==> src/rtl/slp_pkg.sv <==
package slp_pkg;

  typedef enum logic [1:0] {
    ST_AWAKE  = 2'd0,
    ST_ASLEEP = 2'd1,
    ST_WAKING = 2'd2
  } slp_state_e;

  typedef struct packed {
    logic valid;
    logic keep_osc;
    logic keep_t2;
  } slp_mode_t;

  // bit 2 of the code: oscillator kept; bit 0: timer 2 may be kept
  function automatic slp_mode_t decode_mode(logic [2:0] code, logic xtal);
    slp_mode_t r;
    r.keep_osc = code[2];
    r.keep_t2  = code[0];
    r.valid    = (code[1] == 1'b1) && ((code[2] == 1'b0) || xtal);
    return r;
  endfunction

  function automatic int unsigned wake_latency(logic keep_osc, int unsigned dly,
                                               int unsigned fixed_wait);
    if (keep_osc) return fixed_wait;
    return (dly == 0) ? 1 : dly;
  endfunction

  function automatic logic t2_event_ok(logic keep_t2, logic en, logic gie,
                                       logic ovf, logic ovf_ie,
                                       logic cmp, logic cmp_ie);
    return keep_t2 & en & gie & ((ovf & ovf_ie) | (cmp & cmp_ie));
  endfunction

endpackage

==> src/rtl/slp_wake_qual.sv <==
module slp_wake_qual #(
  parameter int LVL_HOLD = 3
) (
  input  logic clk,
  input  logic rst_n,
  input  logic asleep_i,
  input  logic sleep_keep_t2_i,
  input  logic req_keep_t2_i,
  input  logic gie_i,
  input  logic t2_en_i,
  input  logic t2_ovf_ie_i,
  input  logic t2_cmp_ie_i,
  input  logic t2_ovf_i,
  input  logic t2_cmp_i,
  input  logic twi_match_i,
  input  logic ext_level_i,
  input  logic ext_edge_i,
  input  logic pin_chg_i,
  input  logic rst_ext_i,
  input  logic rst_wdt_i,
  input  logic rst_bod_i,
  output logic rst_wake_o,
  output logic soft_wake_o,
  output logic entry_block_o
);
  localparam int QW = (LVL_HOLD > 1) ? $clog2(LVL_HOLD) : 1;
  localparam logic [QW-1:0] SAT = QW'(LVL_HOLD - 1);

  logic [QW-1:0] run_q;
  logic          lvl_ok;
  logic          tmr_sleep_ok;
  logic          tmr_req_ok;
  logic          pulse_src;

  // count consecutive high asleep cycles of the level input, saturating
  always_ff @(posedge clk or negedge rst_n) begin
    if (!rst_n)                       run_q <= '0;
    else if (!(asleep_i && ext_level_i)) run_q <= '0;
    else if (run_q < SAT)             run_q <= run_q + 1'b1;
  end

  assign lvl_ok = asleep_i & ext_level_i & (run_q >= SAT);

  assign tmr_sleep_ok = slp_pkg::t2_event_ok(sleep_keep_t2_i, t2_en_i, gie_i,
                          t2_ovf_i, t2_ovf_ie_i, t2_cmp_i, t2_cmp_ie_i);
  assign tmr_req_ok   = slp_pkg::t2_event_ok(req_keep_t2_i, t2_en_i, gie_i,
                          t2_ovf_i, t2_ovf_ie_i, t2_cmp_i, t2_cmp_ie_i);

  assign pulse_src     = twi_match_i | ext_edge_i | pin_chg_i;
  assign rst_wake_o    = rst_ext_i | rst_wdt_i | rst_bod_i;
  assign soft_wake_o   = asleep_i & (pulse_src | lvl_ok | tmr_sleep_ok);
  assign entry_block_o = rst_wake_o | pulse_src | ext_level_i | tmr_req_ok;


  lvl_run_chk: assert property (@(posedge clk) disable iff (!rst_n)
    (LVL_HOLD > 1 && lvl_ok) |-> $past(asleep_i && ext_level_i));

endmodule

==> src/rtl/slp_seq.sv <==
module slp_seq #(
  parameter int DLYW       = 8,
  parameter int FIXED_WAKE = 6
) (
  input  logic                clk,
  input  logic                rst_n,
  input  logic                sleep_req_i,
  input  slp_pkg::slp_mode_t  req_mode_i,
  input  logic [DLYW-1:0]     startup_dly_i,
  input  logic                rst_wake_i,
  input  logic                soft_wake_i,
  input  logic                entry_block_i,
  output slp_pkg::slp_state_e state_o,
  output logic                keep_osc_o,
  output logic                keep_t2_o,
  output logic                wake_pulse_o,
  output logic                mode_err_o
);
  import slp_pkg::*;

  localparam int CNTW = (DLYW > 3) ? DLYW : 3;

  slp_state_e      state_q, state_d;
  logic [CNTW-1:0] cnt_q, cnt_d;
  logic            osc_q, osc_d, t2_q, t2_d;
  logic            pulse_q, pulse_d;
  logic            err_q, err_d;

  always_comb begin
    state_d = state_q;
    cnt_d   = cnt_q;
    osc_d   = osc_q;
    t2_d    = t2_q;
    pulse_d = 1'b0;
    err_d   = err_q;
    case (state_q)
      ST_AWAKE: begin
        if (sleep_req_i) begin
          err_d = !req_mode_i.valid;
          if (req_mode_i.valid && !entry_block_i) begin
            state_d = ST_ASLEEP;
            osc_d   = req_mode_i.keep_osc;
            t2_d    = req_mode_i.keep_t2;
          end
        end
      end
      ST_ASLEEP: begin
        if (rst_wake_i) state_d = ST_AWAKE;
        else if (soft_wake_i) begin
          state_d = ST_WAKING;
          cnt_d   = CNTW'(wake_latency(osc_q, 32'(startup_dly_i), FIXED_WAKE));
        end
      end
      ST_WAKING: begin
        if (rst_wake_i) begin
          state_d = ST_AWAKE;
          cnt_d   = '0;
        end else if (cnt_q <= CNTW'(1)) begin
          state_d = ST_AWAKE;
          pulse_d = 1'b1;
          cnt_d   = '0;
        end else begin
          cnt_d = cnt_q - 1'b1;
        end
      end
      default: state_d = ST_AWAKE;
    endcase
  end

  always_ff @(posedge clk or negedge rst_n) begin
    if (!rst_n) begin
      state_q <= ST_AWAKE;
      cnt_q   <= '0;
      osc_q   <= 1'b0;
      t2_q    <= 1'b0;
      pulse_q <= 1'b0;
      err_q   <= 1'b0;
    end else begin
      state_q <= state_d;
      cnt_q   <= cnt_d;
      osc_q   <= osc_d;
      t2_q    <= t2_d;
      pulse_q <= pulse_d;
      err_q   <= err_d;
    end
  end

  assign state_o      = state_q;
  assign keep_osc_o   = osc_q;
  assign keep_t2_o    = t2_q;
  assign wake_pulse_o = pulse_q;
  assign mode_err_o   = err_q;


  pulse_single_chk: assert property (@(posedge clk) disable iff (!rst_n)
    wake_pulse_o |=> !wake_pulse_o);

  rst_abort_chk: assert property (@(posedge clk) disable iff (!rst_n)
    (state_q != ST_AWAKE && rst_wake_i) |=> (state_q == ST_AWAKE && !wake_pulse_o));

  bad_mode_chk: assert property (@(posedge clk) disable iff (!rst_n)
    (state_q == ST_AWAKE && sleep_req_i && !req_mode_i.valid) |=>
      (state_q == ST_AWAKE && mode_err_o));

  entry_block_chk: assert property (@(posedge clk) disable iff (!rst_n)
    (state_q == ST_AWAKE && sleep_req_i && entry_block_i) |=> state_q == ST_AWAKE);

  wait_cnt_chk: assert property (@(posedge clk) disable iff (!rst_n)
    (state_q == ST_WAKING) |-> cnt_q != '0);

endmodule

==> src/rtl/slp_clk_ctl.sv <==
module slp_clk_ctl (
  input  slp_pkg::slp_state_e state_i,
  input  logic                keep_osc_i,
  input  logic                keep_t2_i,
  input  logic                t2_en_i,
  input  logic                t2_async_i,
  input  logic                t2_sync_i,
  output logic                osc_en_o,
  output logic                core_clk_en_o,
  output logic                t2_async_en_o,
  output logic                t2_sync_en_o,
  output logic                sleeping_o
);
  import slp_pkg::*;

  logic t2_hold;
  assign t2_hold = keep_t2_i & t2_en_i;

  always_comb begin
    if (state_i == ST_AWAKE) begin
      osc_en_o      = 1'b1;
      core_clk_en_o = 1'b1;
      t2_async_en_o = 1'b1;
      t2_sync_en_o  = 1'b1;
      sleeping_o    = 1'b0;
    end else begin
      t2_async_en_o = t2_hold & t2_async_i;
      t2_sync_en_o  = t2_hold & t2_sync_i;
      // the synchronous feed needs the oscillator, but only timer 2 gets it
      osc_en_o      = (state_i == ST_WAKING) | keep_osc_i | (t2_hold & t2_sync_i);
      core_clk_en_o = 1'b0;
      sleeping_o    = 1'b1;
    end
  end

endmodule

==> src/rtl/slpctl_top.sv <==
module slpctl_top #(
  parameter int DLYW       = 8,
  parameter int LVL_HOLD   = 3,
  parameter int FIXED_WAKE = 6
) (
  input  logic            clk,
  input  logic            rst_n,
  input  logic [2:0]      mode_i,
  input  logic            sleep_req_i,
  input  logic            xtal_opt_i,
  input  logic            gie_i,
  input  logic            t2_en_i,
  input  logic            t2_async_i,
  input  logic            t2_sync_i,
  input  logic            t2_ovf_ie_i,
  input  logic            t2_cmp_ie_i,
  input  logic            t2_ovf_i,
  input  logic            t2_cmp_i,
  input  logic            rst_ext_i,
  input  logic            rst_wdt_i,
  input  logic            rst_bod_i,
  input  logic            twi_match_i,
  input  logic            ext_level_i,
  input  logic            ext_edge_i,
  input  logic            pin_chg_i,
  input  logic [DLYW-1:0] startup_dly_i,
  output logic            osc_en_o,
  output logic            core_clk_en_o,
  output logic            t2_async_en_o,
  output logic            t2_sync_en_o,
  output logic            sleeping_o,
  output logic            wake_pulse_o,
  output logic            mode_err_o
);
  import slp_pkg::*;

  slp_mode_t  req_mode;
  slp_state_e state;
  logic       keep_osc, keep_t2;
  logic       rst_wake, soft_wake, entry_block;
  logic       asleep;

  assign req_mode = decode_mode(mode_i, xtal_opt_i);
  assign asleep   = (state == ST_ASLEEP);

  slp_wake_qual #(.LVL_HOLD(LVL_HOLD)) u_qual (
    .clk(clk), .rst_n(rst_n), .asleep_i(asleep),
    .sleep_keep_t2_i(keep_t2), .req_keep_t2_i(req_mode.keep_t2),
    .gie_i(gie_i), .t2_en_i(t2_en_i),
    .t2_ovf_ie_i(t2_ovf_ie_i), .t2_cmp_ie_i(t2_cmp_ie_i),
    .t2_ovf_i(t2_ovf_i), .t2_cmp_i(t2_cmp_i),
    .twi_match_i(twi_match_i), .ext_level_i(ext_level_i),
    .ext_edge_i(ext_edge_i), .pin_chg_i(pin_chg_i),
    .rst_ext_i(rst_ext_i), .rst_wdt_i(rst_wdt_i), .rst_bod_i(rst_bod_i),
    .rst_wake_o(rst_wake), .soft_wake_o(soft_wake), .entry_block_o(entry_block)
  );

  slp_seq #(.DLYW(DLYW), .FIXED_WAKE(FIXED_WAKE)) u_seq (
    .clk(clk), .rst_n(rst_n), .sleep_req_i(sleep_req_i),
    .req_mode_i(req_mode), .startup_dly_i(startup_dly_i),
    .rst_wake_i(rst_wake), .soft_wake_i(soft_wake), .entry_block_i(entry_block),
    .state_o(state), .keep_osc_o(keep_osc), .keep_t2_o(keep_t2),
    .wake_pulse_o(wake_pulse_o), .mode_err_o(mode_err_o)
  );

  slp_clk_ctl u_clk (
    .state_i(state), .keep_osc_i(keep_osc), .keep_t2_i(keep_t2),
    .t2_en_i(t2_en_i), .t2_async_i(t2_async_i), .t2_sync_i(t2_sync_i),
    .osc_en_o(osc_en_o), .core_clk_en_o(core_clk_en_o),
    .t2_async_en_o(t2_async_en_o), .t2_sync_en_o(t2_sync_en_o),
    .sleeping_o(sleeping_o)
  );


  pulse_clk_chk: assert property (@(posedge clk) disable iff (!rst_n)
    wake_pulse_o |-> (core_clk_en_o && !sleeping_o));

  t2_gate_chk: assert property (@(posedge clk) disable iff (!rst_n)
    (sleeping_o && !t2_en_i) |-> (!t2_async_en_o && !t2_sync_en_o));

  core_off_chk: assert property (@(posedge clk) disable iff (!rst_n)
    $rose(sleeping_o) |-> !core_clk_en_o);

endmodule

==> config.mk <==
export PLATFORM = sky130hd
export DESIGN_NAME = slpctl_top
export DESIGN_NICKNAME = d
export VERILOG_FILES = /design/src/rtl/slp_pkg.sv /design/src/rtl/slp_wake_qual.sv /design/src/rtl/slp_seq.sv /design/src/rtl/slp_clk_ctl.sv /design/src/rtl/slpctl_top.sv
export SDC_FILE = /design/constraint.sdc
export NUM_CORES = 1
export LEC_CHECK = 0
export BUFFER_PORTS_ARGS = -buffer_cell sky130_fd_sc_hd__buf_2
export CORE_MARGIN = 2
export CORE_UTILIZATION = 49
export DETAILED_ROUTE_END_ITERATION = 16
export PLACE_DENSITY_LB_ADDON = 0.05
export SLEW_MARGIN = 25
export SYNTH_ARGS = -nofsm -noshare
export SYNTH_HDL_FRONTEND = slang
export SYNTH_SLANG_ARGS = --single-unit
==> constraint.sdc <==
create_clock -name clk -period 2.1 [get_ports clk]
set_clock_uncertainty 0.05 [all_clocks]
set_input_delay 0.21 -clock clk [delete_from_list [all_inputs] [get_ports clk]]
set_output_delay 0.21 -clock clk [all_outputs]
set_load 0.1 [all_outputs]
==> results.sh <==
export IMPL_post_drt_wl_per_cell_um=13.47
export IMPL_cpLargestDelayFamily="flip-flops"
export IMPL_multiInputGateArea_sq_um=646.9
export IMPL_yosys_area_top_type_share=0.3787
export IMPL_grtUsageMet1=0.2817
export IMPL_post_cts_buffers=0
export IMPL_grt_max_degree=17
export IMPL_yosysWarningCount=0
export IMPL_grt_setup_unrepaired="false"
export IMPL_fmax_ghz=0.5030
export IMPL_grtUsageMet3=0.02976
export IMPL_htree_levels=1
export IMPL_relSlewSlack=0.6777
export IMPL_fp_coreArea_sq_mm=0.002002
export IMPL_path_depth=5
export IMPL_rr_worst_depth=4
export IMPL_dieArea_sq_mm=0.002545
export IMPL_ys_flop_type="dfrtp_1"
export IMPL_area_growth_pct=29.94
export IMPL_io_pin_count=37
export IMPL_whs_path_depth=3
export IMPL_worstSetupStartpoint="u_seq.state_o[0]"
export IMPL_endpoint_kind="output pin"
export IMPL_diodes=0
export IMPL_worstReg2RegEnd="u_seq.state_o[1]"
export IMPL_drv_cap=0
export IMPL_synth_fp_nets=162
export IMPL_die_h_um=50.45
export IMPL_cts_tree="done"
export IMPL_use_met2=0.4057
export IMPL_antenna_found_initial=0
export IMPL_synth_cell_type_count=32
export IMPL_synth_async_reset_ratio=1.000
export IMPL_clk_pin_slew_ps=110
export IMPL_rows=16
export IMPL_ys_seq_area_frac=0.3787
export IMPL_nFillCells=176
export IMPL_synth_most_common_cell="nor2_1"
export IMPL_ant_nets=0
export IMPL_path_class="reg -> out"
export IMPL_postLayoutCellArea_sq_mm=0.001374
export IMPL_status="finished clean"
export IMPL_critPathLaunchType="flip-flop"
export IMPL_path_cells="inv_2 -> ha_1 -> nor2_4 -> nand3_2 -> clkbuf_4"
export IMPL_root_buffer="clkbuf_4"
export IMPL_die_x_um=50.45
export IMPL_cp_required_ps=1840
export IMPL_route_detailed_drc=0
export IMPL_hp_class="in -> reg"
export IMPL_overflow=0
export IMPL_synth_top_cells_by_count="nor2_1 (19), dfrtp_1 (16), o21ai_0 (15)"
export IMPL_tns_ps=0
export IMPL_synth_ff_latch_count=16
export IMPL_ys_top_cells_by_area="dfrtp_1 (38%), ha_1 (7.1%), o21ai_0 (7.1%), nor2_1 (6.7%), a21oi_1 (4.3%)"
export IMPL_grtUsageTotal=0.2252
export IMPL_syn_mean_instance_area_sq_um=8.391
export IMPL_power_density_mw_per_mm2=787.1
export IMPL_synth_area_leader_cell="dfrtp_1"
export IMPL_fin_crit_sh=0.9467
export IMPL_grt_pass1_vias=1014
export IMPL_setup_viol=0
export IMPL_drt_wl_total_um=2627
export IMPL_drive_above_1_share=0.3571
export IMPL_hpwl_um=2077
export IMPL_final_nets=205
export IMPL_numPortBuffers=36
export IMPL_top_usage_layer="met2"
export IMPL_cp_arrival_ps=1730
export IMPL_synth_edff_count=0
export IMPL_place_congestion=0.8053
export IMPL_rrSetupSlack_ps=110
export IMPL_dpl_cell_area_sq_mm=0.001313
export IMPL_fin_crit_ps=1988
export IMPL_finalMaxSlewViolations=0
export IMPL_netlist_area_sq_mm=0.001057
export IMPL_hold_violations=0
export IMPL_worst_slew_pin_slew_ps=486.9
export IMPL_regArea_sq_um=400.4
export IMPL_via_per_inst=5.559
export IMPL_slowest_delay_ps=420
export IMPL_hold_ws_ps=132.2
export IMPL_worst_path_buf_inv=2
export IMPL_cts_sinks=16
export IMPL_grt_pass1_wl_um=4443
export IMPL_endpoint="osc_en_o"
export IMPL_synthCells=126
export IMPL_clk_path_buf_depth=2
export IMPL_vdd_drop_max_mv=0.4448
export IMPL_crit_path_top_delay_cell="dfrtp_1"
export IMPL_vias=1084
export IMPL_firstDrtPassIters=4
export IMPL_crit_fanout=8
export IMPL_initial_core_util=0.5281
export IMPL_cts_made_buffers=3
export IMPL_crit_reg2reg_launch="u_seq.cnt_q[6]"
export IMPL_clk_latency_ps=290
export IMPL_p_leak_nw=0.6289
export IMPL_drt_initial_drc_count=22
## metrics by stage
| step | setup WS (ps) | power, mW | instances | utilization |
|---|---|---|---|---|
| after floorplan | -176.9 | 0.7417 | 126 | - |
| after global placement | 90.33 | 0.8547 | 190 | 0.6556 |
| after detailed placement | 66.11 | 0.8718 | 190 | 0.6556 |
| after CTS | 12.46 | 1.081 | 195 | 0.6800 |
| after global routing | 23.14 | 1.154 | 195 | 0.6863 |
| final | 111.9 | 1.081 | 195 | 0.6863 |
## per-layer routing
metal  part of all wire  wire length [um]
met1               0.44              1152
met2               0.50              1302
met3              0.063               166
met4             0.0023                 6
met5                  0                 0
## what timing repair did
action                                 CTS  global route
pin swaps                                0             0
setup endpoints to repair                1             2
endpoints found under the hold margin   16             0
gates resized for setup                  1             3
hold buffers                             1             0
cloned                                   0             0
## cell usage in the layout, fill, tap and decap left out, types with 3 or more instances in the layout
cell	synthesis	final
a22oi_1	3	3
dfrtp_1	16	16
ha_1	6	5
nor2_1	19	18
nor3_1	6	6
clkbuf_4	0	4
o21ai_0	15	15
a21oi_1	9	9
nand3_1	6	5
buf_4	0	3
nand2_1	9	7
buf_2	0	35
inv_1	10	7
## logic make-up after synthesis
| logic type | synth area share |
|---|---|
| simple gates | 0.2403 |
| compound gates | 0.2249 |
| flops | 0.3787 |
| buf+inv | 0.04261 |
| fa+ha+maj | 0.07100 |
| mux | 0.03431 |
| xor+xnor | 0.008286 |
## cell type report
class | instances | area share
Clock buffer | 4 | 0.02641
Inverter | 10 | 0.03005
Multi-Input combinational cell | 98 | 0.4709
Tap cell | 27 | 0.02459
Timing Repair Buffer | 40 | 0.1566
Sequential cell | 16 | 0.2914
## power breakdown
part / leakage, nW / internal, mW / switching [mW]
clock: 0.0210 / 0.105 / 0.102
combinational: 0.401 / 0.148 / 0.285
sequential: 0.207 / 0.379 / 0.0620
## worst min path at each step
| stage | start | endpoint | slack, ps |
|---|---|---|---|
| after CTS | ext_level_i | u_qual.run_q[1] | 130 |
| after floorplan | rst_n | u_qual.run_q[0] | -140 |
| final | ext_level_i | u_qual.run_q[1] | 130 |
| after global placement | rst_n | u_seq.cnt_q[2] | 100 |
| after detailed placement | rst_n | u_seq.cnt_q[2] | 100 |
| after global routing | mode_i[0] | u_seq.keep_t2_o | 130 |
## sequential cells by signal, indices dropped and copies added (netlist names)
signal	flops
u_seq.state_o	2
u_seq.cnt_q	8
u_seq.wake_pulse_o	1
u_seq.keep_t2_o	1
u_seq.mode_err_o	1
u_qual.run_q	2
u_seq.keep_osc_o	1
## worst reg2reg max path: stages, from the launching register on
cell,delay [ps]
dfrtp_1,400
or4_4,570
o311a_1,490
a211oi_2,220
mux2i_1,200
Note: power is estimated with default switching activity, not from simulation.
